<file path="src/rtl/llsc_pkg.sv">
package llsc_pkg;
  typedef enum logic {
    OP_LINK_LOAD  = 1'b0,
    OP_COND_STORE = 1'b1
  } llsc_op_e;
endpackage

</file>
<file path="src/rtl/llsc_line_match.sv">
module llsc_line_match #(
  parameter int LW = 27
) (
  input  logic [LW-1:0] line_a,
  input  logic [LW-1:0] line_b,
  output logic          same
);
  assign same = (line_a == line_b);
endmodule

</file>
<file path="src/rtl/llsc_region.sv">
module llsc_region #(
  parameter int          AW       = 32,
  parameter logic [31:0] UC_MASK  = 32'h8000_0000,
  parameter logic [31:0] UC_MATCH = 32'h8000_0000
) (
  input  logic [AW-1:0] addr,
  output logic          cacheable
);
  localparam logic [AW-1:0] MASK  = UC_MASK[AW-1:0];
  localparam logic [AW-1:0] MATCH = UC_MATCH[AW-1:0];
  assign cacheable = ((addr & MASK) != MATCH);
endmodule

</file>
<file path="src/rtl/llsc_snoop_hits.sv">
module llsc_snoop_hits #(
  parameter int NSNP = 2,
  parameter int LW   = 27
) (
  input  logic [NSNP-1:0]    snp_valid,
  input  logic [NSNP*LW-1:0] snp_lines,
  input  logic [LW-1:0]      rsv_line,
  input  logic [LW-1:0]      req_line,
  output logic               hit_rsv,
  output logic               hit_req
);
  logic [NSNP-1:0] eq_rsv;
  logic [NSNP-1:0] eq_req;

  for (genvar i = 0; i < NSNP; i++) begin : g_port
    llsc_line_match #(.LW(LW)) u_m_rsv (
      .line_a(snp_lines[i*LW +: LW]),
      .line_b(rsv_line),
      .same  (eq_rsv[i])
    );
    llsc_line_match #(.LW(LW)) u_m_req (
      .line_a(snp_lines[i*LW +: LW]),
      .line_b(req_line),
      .same  (eq_req[i])
    );
  end

  assign hit_rsv = |(snp_valid & eq_rsv);
  assign hit_req = |(snp_valid & eq_req);
endmodule

</file>
<file path="src/rtl/llsc_monitor.sv">
module llsc_monitor
  import llsc_pkg::*;
#(
  parameter int          AW         = 32,
  parameter int          DW         = 32,
  parameter int          LINE_BYTES = 32,
  parameter int          NSNP       = 2,
  parameter logic [31:0] UC_MASK    = 32'h8000_0000,
  parameter logic [31:0] UC_MATCH   = 32'h8000_0000
) (
  input  logic              clk,
  input  logic              rst,
  input  logic              req_valid,
  input  logic              req_op,
  input  logic [AW-1:0]     req_addr,
  input  logic [DW-1:0]     req_wdata,
  input  logic [DW-1:0]     mem_rdata,
  input  logic [NSNP-1:0]   snp_valid,
  input  logic [NSNP*AW-1:0] snp_addr,
  input  logic              eret,
  output logic              mem_we,
  output logic [AW-1:0]     mem_addr,
  output logic [DW-1:0]     mem_wdata,
  output logic              rsp_valid,
  output logic              rsp_sc,
  output logic [DW-1:0]     rsp_data
);
  localparam int OFF = $clog2(LINE_BYTES);
  localparam int LW  = AW - OFF;

  llsc_op_e         op;
  logic             is_ll, is_sc;
  logic [LW-1:0]    req_line;
  logic [NSNP*LW-1:0] snp_lines;
  logic [NSNP*OFF-1:0] snp_low;
  logic             unused_snp_low;

  logic             rsv_valid;
  logic [LW-1:0]    rsv_line;

  logic             hit_rsv, hit_req, line_same, cacheable;
  logic             kill_rsv, sc_ok;

  assign op       = llsc_op_e'(req_op);
  assign is_ll    = req_valid && (op == OP_LINK_LOAD);
  assign is_sc    = req_valid && (op == OP_COND_STORE);
  assign req_line = req_addr[AW-1:OFF];

  for (genvar i = 0; i < NSNP; i++) begin : g_split
    assign snp_lines[i*LW +: LW]  = snp_addr[i*AW+OFF +: LW];
    assign snp_low[i*OFF +: OFF]  = snp_addr[i*AW +: OFF];
  end
  assign unused_snp_low = ^snp_low;

  llsc_snoop_hits #(.NSNP(NSNP), .LW(LW)) u_snoop (
    .snp_valid(snp_valid),
    .snp_lines(snp_lines),
    .rsv_line (rsv_line),
    .req_line (req_line),
    .hit_rsv  (hit_rsv),
    .hit_req  (hit_req)
  );

  llsc_line_match #(.LW(LW)) u_sc_match (
    .line_a(rsv_line),
    .line_b(req_line),
    .same  (line_same)
  );

  llsc_region #(.AW(AW), .UC_MASK(UC_MASK), .UC_MATCH(UC_MATCH)) u_region (
    .addr     (req_addr),
    .cacheable(cacheable)
  );

  // Clearing events take priority over a store in the same cycle.
  assign kill_rsv = hit_rsv || eret;
  assign sc_ok    = is_sc && rsv_valid && line_same && !kill_rsv;

  always_ff @(posedge clk) begin
    if (rst) begin
      rsv_valid <= 1'b0;
      rsv_line  <= '0;
    end else if (is_ll) begin
      rsv_valid <= cacheable && !hit_req && !eret;
      rsv_line  <= req_line;
    end else if (is_sc || kill_rsv) begin
      rsv_valid <= 1'b0;
    end
  end

  always_ff @(posedge clk) begin
    if (rst) begin
      rsp_valid <= 1'b0;
      rsp_sc    <= 1'b0;
      rsp_data  <= '0;
      mem_we    <= 1'b0;
      mem_addr  <= '0;
      mem_wdata <= '0;
    end else begin
      rsp_valid <= req_valid;
      rsp_sc    <= is_sc;
      rsp_data  <= is_sc ? {{(DW-1){1'b0}}, sc_ok} : mem_rdata;
      mem_we    <= sc_ok;
      mem_addr  <= req_addr;
      mem_wdata <= req_wdata;
    end
  end
endmodule

</file>
<file path="config.mk">
export PLATFORM = sky130hd
export DESIGN_NAME = llsc_monitor
export DESIGN_NICKNAME = d
export VERILOG_FILES = /design/src/rtl/llsc_pkg.sv /design/src/rtl/llsc_line_match.sv /design/src/rtl/llsc_region.sv /design/src/rtl/llsc_snoop_hits.sv /design/src/rtl/llsc_monitor.sv
export SDC_FILE = /design/constraint.sdc
export NUM_CORES = 1
export LEC_CHECK = 0
export ABC_AREA = 1
export CAP_MARGIN = 25
export CORE_MARGIN = 5
export CORE_UTILIZATION = 45
export CTS_BUF_LIST = sky130_fd_sc_hd__clkbuf_16
export DETAILED_ROUTE_END_ITERATION = 10
export DONT_BUFFER_PORTS = 1
export PLACE_DENSITY_LB_ADDON = 0.25
export SYNTH_ARGS = -nofsm -noshare
export SYNTH_HDL_FRONTEND = slang
export SYNTH_SLANG_ARGS = --single-unit
</file>
<file path="constraint.sdc">
create_clock -name clk -period 1.55 [get_ports clk]
set_input_delay 0.31 -clock clk [delete_from_list [all_inputs] [get_ports clk]]
set_output_delay 0.31 -clock clk [all_outputs]
set_load 0.005 [all_outputs]
</file>
==> results.json, run 1 <==
{
  "synthesized_area_um2": 5930,
  "ctsRootBufferMaster": "sky130_fd_sc_hd__clkbuf_16",
  "hold_path_class": "in -> reg",
  "synth.distinct_cells": 28,
  "critPathLaunchType": "flop",
  "tritoncts": "done",
  "post_route_cells_drive_above_1_share": 0.0887,
  "power.sequential.fraction": 0.436,
  "clock_insertion_delay_worst_skew_ns": 0.41,
  "critical_path.max_stage_delay_ns": 0.33,
  "die_w_um": 125,
  "power.combinational.fraction": 0.123,
  "grt_use_total": 0.282,
  "port_buffers": 0,
  "coreArea_um2": 13100,
  "share_of_the_synthesized_area_in_the_top_cell_type": 0.429,
  "grt_pass1_wl_mm": 33.5,
  "postRouteWirelength_mm": 22.5,
  "syn_inst": 925,
  "status": "complete, no violations",
  "num_vias": 6006,
  "grt_setup_unrepaired": "no",
  "yosys_warnings": 0,
  "antenna_left": 0,
  "rows": 42,
  "setup_violations": 0,
  "routed_wire_length_per_instance_um": 19.0,
  "end_kind": "flop",
  "grt_use_met1": 0.333,
  "detailedPlace.worstSlack_ns": 0.0856,
  "max_slew.worst_pin.slew_ns": 0.398,
  "dominantRegCellSynth": "sky130_fd_sc_hd__dfxtp_1",
  "finalWeightedCongestion": 1.05,
  "globalRoute.totalOverflow": 0,
  "power.clock.fraction": 0.441,
  "antenna-diode-count": 0,
  "power.density_nw_per_um2": 1130,
  "met2_usage_grt": 0.467,
  "top_cells_by_area_in_the_synthesized_netlist": "sky130_fd_sc_hd__dfxtp_1 43%, sky130_fd_sc_hd__nand2_1 17%, sky130_fd_sc_hd__nor2_1 10%, sky130_fd_sc_hd__inv_1 9.6%, sky130_fd_sc_hd__nand4_1 3.3%",
  "number_of_vias_per_cell_after_detailed_routing": 5.09,
  "fin_crit_sh": 0.946,
  "yosys.cell_count.top_type": "sky130_fd_sc_hd__nand2_1",
  "ios": 266,
  "synth_commonest_cells": "267 x sky130_fd_sc_hd__nand2_1, 163 x sky130_fd_sc_hd__nor2_1, 152 x sky130_fd_sc_hd__inv_1, 127 x sky130_fd_sc_hd__dfxtp_1, 33 x sky130_fd_sc_hd__o21ai_0",
  "net_count_synth": 1092,
  "dieArea_um2": 15600,
  "netSwitchingFraction": 0.283,
  "grt_antenna_before_repair": 0,
  "timing.setup.critical_path_class": "reg -> reg",
  "detailedRoute.firstIterationViolations": 433,
  "p_sw_mw": 2.33,
  "timing.slew.headroom": 0.733,
  "power_report.internal_total_mw": 5.92,
  "grt_start_max_net_pins": 60,
  "fin_tns_setup_ns": 0,
  "drcViolationCount": 0,
  "postLayoutCellArea_um2": 7280,
  "grt_busiest_layer": "met2",
  "cts_buffers": 17,
  "ys_ff_latch": 127,
  "timing.max_cap.violations": 0,
  "netlist.top_cell.by_area": "sky130_fd_sc_hd__dfxtp_1",
  "finalCriticalPeriod_ns": 1.47,
  "timing.critical_path.buf_inv": 1,
  "cts_num_sinks": 127,
  "vdd_drop_max_v": 0.000655,
  "placedInstanceArea_um2": 6160,
  "cpMaxStageDelayCell": "sky130_fd_sc_hd__dfxtp_1",
  "timing.critical_path.max_delay_family": "simple AND/OR/NAND/NOR gates",
  "ctsHtreeMaxLevel": 4,
  "timing_hold_violations_final": 0,
  "finalClockSkew_ns": 0.00758,
  "r2r_setup_slk_ns": 0.08,
  "post_synth.cell_area_avg_um2": 6.41,
  "die_height_um": 125,
  "cts-root-to-sink-buffers": 2,
  "start_util": 0.453,
  "signal_arrival_time_at_the_worst_endpoint_ns": 1.82,
  "final_worst_slack_ns": 0.0843,
  "slew_viols_final": 0,
  "layout-area-overhead-vs-synth_pct": 22.7,
  "place.detailed.hpwl_mm": 17.4,
  "final_nets": 1157,
  "first_global_vias": 5772,
  "sequential_share_of_the_synthesized_area": 0.429,
  "synth-async-reset-ratio": 0,
  "critical_path_required_ns": 1.90,
  "power_leakage_nw": 3.65,
  "achievable-frequency_mhz": 682,
  "synth-edff-count": 0,
  "cell_chain_of_the_critical_path": "inv_1, nand2_1, o21ai_0, nor3b_1, nand3_1, nor2_2, nand2_1, nor2_2",
  "crit_path_max_fanout": 2,
  "drt_pass1_iterations": 5,
  "clock_pin_slew_reported_for_the_worst_setup_and_hold_paths_after_clock_tree_synthesis_ns": 0.06,
  "met3_resource_use_gr": 0.0991
}
==> metal layers <==
| layer | vias to the layer above | part of all wire |
|---|---|---|
| met2 | 340 | 0.47 |
| met4 | 0 | 0.036 |
| met1 | 2686 | 0.38 |
| li1 | 2924 | - |
| met5 | - | 0 |
| met3 | 56 | 0.11 |
==> cell usage in the layout (no fill, tap or decap), drive strengths merged <==
cell type / Yosys / layout
o2111ai: 2 / 2
nand3: 15 / 15
nor4: 2 / 2
inv: 177 / 182
or2: 2 / 2
a21oi: 31 / 31
dfxtp: 127 / 127
nor3: 15 / 15
nor2: 167 / 167
dlygate4sd3: 0 / 52
a21boi: 1 / 1
o211ai: 3 / 3
o21a: 1 / 1
a211oi: 1 / 1
nand2: 270 / 270
xor2: 6 / 6
xnor2: 16 / 16
o21ai: 36 / 36
nand4: 31 / 31
clkbuf: 13 / 17
clkinvlp: 0 / 5
buf: 6 / 13
clkinv: 1 / 6
nor3b: 2 / 2
==> flip-flops by register name, indices dropped and copies added (netlist names) <==
register / flops
rsp_data: 32
mem_wdata: 32
rsv_valid: 1
mem_we: 1
mem_addr: 32
rsv_line: 27
rsp_valid: 1
rsp_sc: 1
==> worst reg2reg max path, cell delays in order, from the launching register on <==
cell	delay (ns)
sky130_fd_sc_hd__dfxtp_1	0.33
sky130_fd_sc_hd__inv_1	0.06
sky130_fd_sc_hd__nand2_1	0.17
sky130_fd_sc_hd__o21ai_0	0.14
sky130_fd_sc_hd__nor3b_1	0.27
sky130_fd_sc_hd__nand3_1	0.13
sky130_fd_sc_hd__nor2_2	0.15
sky130_fd_sc_hd__nand2_1	0.09
sky130_fd_sc_hd__nor2_2	0.07
==> path summary, 6_finish.rpt <==
| check | startpoint | end | depth (start not counted) |
|---|---|---|---|
| max | rsv_line[14]$_SDFFE_PP0P_ | mem_we$_SDFF_PP0_ | 8 |
| min | mem_rdata[26] | rsp_data[26]$_SDFF_PP0_ | 2 |
| max reg2reg | rsv_line[14]$_SDFFE_PP0P_ | mem_we$_SDFF_PP0_ | 8 |
| min reg2reg | rsv_line[26]$_SDFFE_PP0P_ | rsv_line[26]$_SDFFE_PP0P_ | 2 |
==> power by group through the flow <==
stage / Combinational [mW] / Clock, mW / Sequential (mW)
after floorplan: 0.637 / 0 / 3.62
after global placement: 0.847 / 0 / 3.67
after detailed placement: 0.852 / 0 / 3.67
after CTS: 0.985 / 3.71 / 3.60
after global routing: 1.14 / 3.88 / 3.61
final: 1.02 / 3.64 / 3.60
==> metrics by stage <==
step                      std cells  utilization  power [mW]  hold WS, ns
after CTS                      1175        0.551        8.29     0.000495
after global routing           1179        0.556        8.64      0.00337
after floorplan                 925            -        4.26        0.417
final                          1179        0.556        8.26       0.0134
after global placement         1094        0.471        4.51        0.387
after detailed placement       1094        0.471        4.52        0.388
==> logic make-up after synthesis <==
kind of cell              share of synthesized area
and+or+nand+nor                               0.345
buffers and inverters                         0.126
DFF                                           0.429
AOI/OAI and AO/OA                            0.0671
xor gates and xnor gates                     0.0325
==> cell type report <==
class,count,area (um^2)
clock inverter,15,113
sequential,127,2550
clock buffer,17,425
timing repair buffer,65,638
inverter,178,668
fill,1302,5810
multi-input combinational,601,2660
tap,176,220
==> timing repair <==
item,in CTS,in global routing
setup endpoints to repair,0,3
hold buffers,49,4
setup buffers,0,0
endpoints found under the hold margin,82,4
resized for setup,0,13
Power figures use the tool's default switching activity.
==> run 2, diff against run 1 <==
--- a/config.mk
+++ b/config.mk
@@ -6,7 +6,6 @@
 export NUM_CORES = 1
 export LEC_CHECK = 0
 export ABC_AREA = 1
-export CAP_MARGIN = 25
 export CORE_MARGIN = 5
 export CORE_UTILIZATION = 45
 export CTS_BUF_LIST = sky130_fd_sc_hd__clkbuf_16
==> results of run 2 <==
Final layout, timing and power as in run 1 (identical DEF).
==> run 3, diff against run 2 <==
--- a/config.mk
+++ b/config.mk
@@ -11,7 +11,9 @@
 export CTS_BUF_LIST = sky130_fd_sc_hd__clkbuf_16
 export DETAILED_ROUTE_END_ITERATION = 10
 export DONT_BUFFER_PORTS = 1
+export GPL_TIMING_DRIVEN = 0
 export PLACE_DENSITY_LB_ADDON = 0.25
+export REMOVE_ABC_BUFFERS = 1
 export SYNTH_ARGS = -nofsm -noshare
 export SYNTH_HDL_FRONTEND = slang
 export SYNTH_SLANG_ARGS = --single-unit
==> run 3 against run 2 <==
Net effect:
- total power rose by 3.9%
- global-route usage rose by 1.3 points
- die area did not move
- utilization rose by 1.7 points
- sequential power barely moved
- final cell count rose by 0.85%
- clock power rose by 7.7%
- fmax rose by 0.11%
- worst hold slack got worse by 0.0041 ns
- via count rose by 1.2%
- sequential share of layout area fell by 1.1 points
- design area rose by 3.0%
- critical endpoint is now rsv_valid$_SDFFE_PP0P_
==> results.json, run 3 (same netlist as run 1, synthesis figures left out) <==
{
  "power.combinational.fraction": 0.122,
  "max_slew.worst_pin.slew_ns": 1.00,
  "grt_start_max_net_pins": 61,
  "power_leakage_nw": 3.72,
  "timing.critical_path.max_delay_family": "simple AND/OR/NAND/NOR gates",
  "finalClockSkew_ns": 0.00330,
  "timing.critical_path.buf_inv": 1,
  "num_vias": 6080,
  "ctsHtreeMaxLevel": 4,
  "setup.worst_path.end": "rsv_valid$_SDFFE_PP0P_",
  "reg_top3": "mem_addr (32), mem_wdata (32), rsp_data (32)",
  "finalCriticalPeriod_ns": 1.46,
  "dieArea_um2": 15600,
  "postRouteWirelength_mm": 23.2,
  "end_of_flow_core_utilization": 0.573,
  "reg2reg_to": "rsv_valid$_SDFFE_PP0P_",
  "number_of_vias_per_cell_after_detailed_routing": 5.11,
  "ios": 266,
  "cts_num_sinks": 127,
  "status": "complete, no violations",
  "first_global_vias": 6019,
  "layout-area-overhead-vs-synth_pct": 26.4,
  "power.density_nw_per_um2": 1140,
  "die_w_um": 125,
  "finalWeightedCongestion": 1.04,
  "critical_path.max_stage_delay_ns": 0.41,
  "antenna_left": 0,
  "final_nets": 1167,
  "postCtsSetupRepairBufs": 0,
  "slew_viols_final": 0,
  "length_in_cells_of_the_worst_reg_to_reg_path": 9,
  "end_kind": "flop",
  "final_worst_slack_ns": 0.0859,
  "coreArea_um2": 13100,
  "clock_pin_slew_reported_for_the_worst_setup_and_hold_paths_after_clock_tree_synthesis_ns": 0.06,
  "cell_chain_of_the_critical_path": "inv_1, nand2_1, nand4_1, nor2_1, nand2_1, nor2_1, nand2_1, nand3_1, a21oi_1",
  "detailedRoute.firstIterationViolations": 504,
  "antenna-diode-count": 0,
  "p_sw_mw": 2.54,
  "timing.max_cap.violations": 0,
  "r2r_start": "rsv_line[19]$_SDFFE_PP0P_",
  "drt_pass1_iterations": 5,
  "rows": 42,
  "ctsRootBufferMaster": "sky130_fd_sc_hd__clkbuf_16",
  "layout.cells.most_common_list": "265 x sky130_fd_sc_hd__nand2_1, 160 x sky130_fd_sc_hd__nor2_1, 152 x sky130_fd_sc_hd__inv_1, 122 x sky130_fd_sc_hd__dfxtp_1, 73 x sky130_fd_sc_hd__dlygate4sd3_1",
  "r2r_setup_slk_ns": 0.09,
  "min-delay-start": "req_addr[31]",
  "start_util": 0.453,
  "fin_crit_sh": 0.945,
  "vdd_drop_max_v": 0.000630,
  "crit_path_max_fanout": 5,
  "timing_hold_violations_final": 0,
  "critPathLaunchType": "flop",
  "setup.worst_path.start": "rsv_line[19]$_SDFFE_PP0P_",
  "cts_buffers": 17,
  "detailedPlace.worstSlack_ns": -0.277,
  "achievable-frequency_mhz": 683,
  "power_report.internal_total_mw": 6.04,
  "routed_wire_length_per_instance_um": 19.5,
  "grt_pass1_wl_mm": 35.2,
  "globalRoute.totalOverflow": 0,
  "power.clock.fraction": 0.457,
  "grt_use_total": 0.295,
  "final.fill_count": 1231,
  "cpMaxStageDelayCell": "sky130_fd_sc_hd__dfxtp_1",
  "signal_arrival_time_at_the_worst_endpoint_ns": 1.77,
  "post_route_cells_drive_above_1_share": 0.0809,
  "grt_antenna_before_repair": 0,
  "place.detailed.hpwl_mm": 17.5,
  "hold_path_class": "in -> reg",
  "setup_violations": 0,
  "port_buffers": 0,
  "mostFrequentLayoutCell": "sky130_fd_sc_hd__nand2_1",
  "clock_insertion_delay_worst_skew_ns": 0.43,
  "power.sequential.fraction": 0.420,
  "path_common_cell": "sky130_fd_sc_hd__nand2_1",
  "die_height_um": 125,
  "drcViolationCount": 0,
  "timing.setup.critical_path_class": "reg -> reg",
  "cts-root-to-sink-buffers": 2,
  "critical_path_required_ns": 1.86,
  "tritoncts": "done",
  "netSwitchingFraction": 0.296,
  "timing.slew.headroom": 0.331,
  "critical_path_depth": 9
}
==> run 3: cell types whose count changed in the layout (fill, tap and decap cells not counted), moves of 4 or more <==
| cell | delta |
|---|---|
| sky130_fd_sc_hd__clkinv_8 | +4 |
| sky130_fd_sc_hd__clkinvlp_4 | -4 |
| sky130_fd_sc_hd__buf_4 | -12 |
| sky130_fd_sc_hd__dlygate4sd3_1 | +21 |
==> run 3: cell type report <==
cell class | instances | area (um^2) | share of cell area
multi-input combinational | 601 | 2680 | 0.358
sequential | 127 | 2550 | 0.340
timing repair buffer | 75 | 786 | 0.105
inverter | 178 | 668 | 0.0891
clock buffer | 17 | 425 | 0.0567
tap | 176 | 220 | 0.0294
clock inverter | 15 | 168 | 0.0224
==> run 3: repair_timing <==
action                                  CTS  global route
resized for setup                         0            15
hold buffers                             74             0
endpoints found under the setup margin    0             3
endpoints found under the hold margin    97             0
==> run 3: how the worst min path moves through the flow <==
stage | endpoint | depth (start not counted) | slack [ns]
after floorplan | rsv_valid$_SDFFE_PP0P_ | 1 | 0.38
after global placement | mem_addr[7]$_SDFF_PP0_ | 1 | 0.39
after detailed placement | mem_addr[7]$_SDFF_PP0_ | 1 | 0.39
after CTS | rsp_data[16]$_SDFF_PP0_ | 2 | 0.0002
after global routing | mem_addr[31]$_SDFF_PP0_ | 2 | 0.01
final | mem_addr[31]$_SDFF_PP0_ | 2 | 0.009
==> run 3: layer usage <==
metal  wire length, um  global-route usage
met5                 0                   0
met4              1140               0.153
met3              2460               0.122
met2             10900               0.484
met1              8750               0.326
==> run 3: through the flow <==
stage                     total power [mW]  std cells  area, um^2   TNS [ns]  hold slack, ns
final                                 8.58       1189        7500          0         0.00932
after global routing                  8.95       1189        7500  -0.000585          0.0115
after CTS                             8.58       1189        7450          0        0.000170
after detailed placement              4.50       1083        6100      -7.19           0.391
after global placement                4.48       1082        6070     -24.25           0.390
after floorplan                       4.23        906        5850     -0.733           0.379
==> run 3: power by group through the flow <==
stage | Combinational (mW) | Sequential (mW) | Clock (mW)
2_1_floorplan | 0.604 | 3.62 | 0
3_3_place_gp | 0.814 | 3.67 | 0
3_5_place_dp | 0.830 | 3.67 | 0
4_1_cts | 1.01 | 3.60 | 3.96
5_1_grt | 1.17 | 3.62 | 4.15
6_report | 1.05 | 3.60 | 3.92
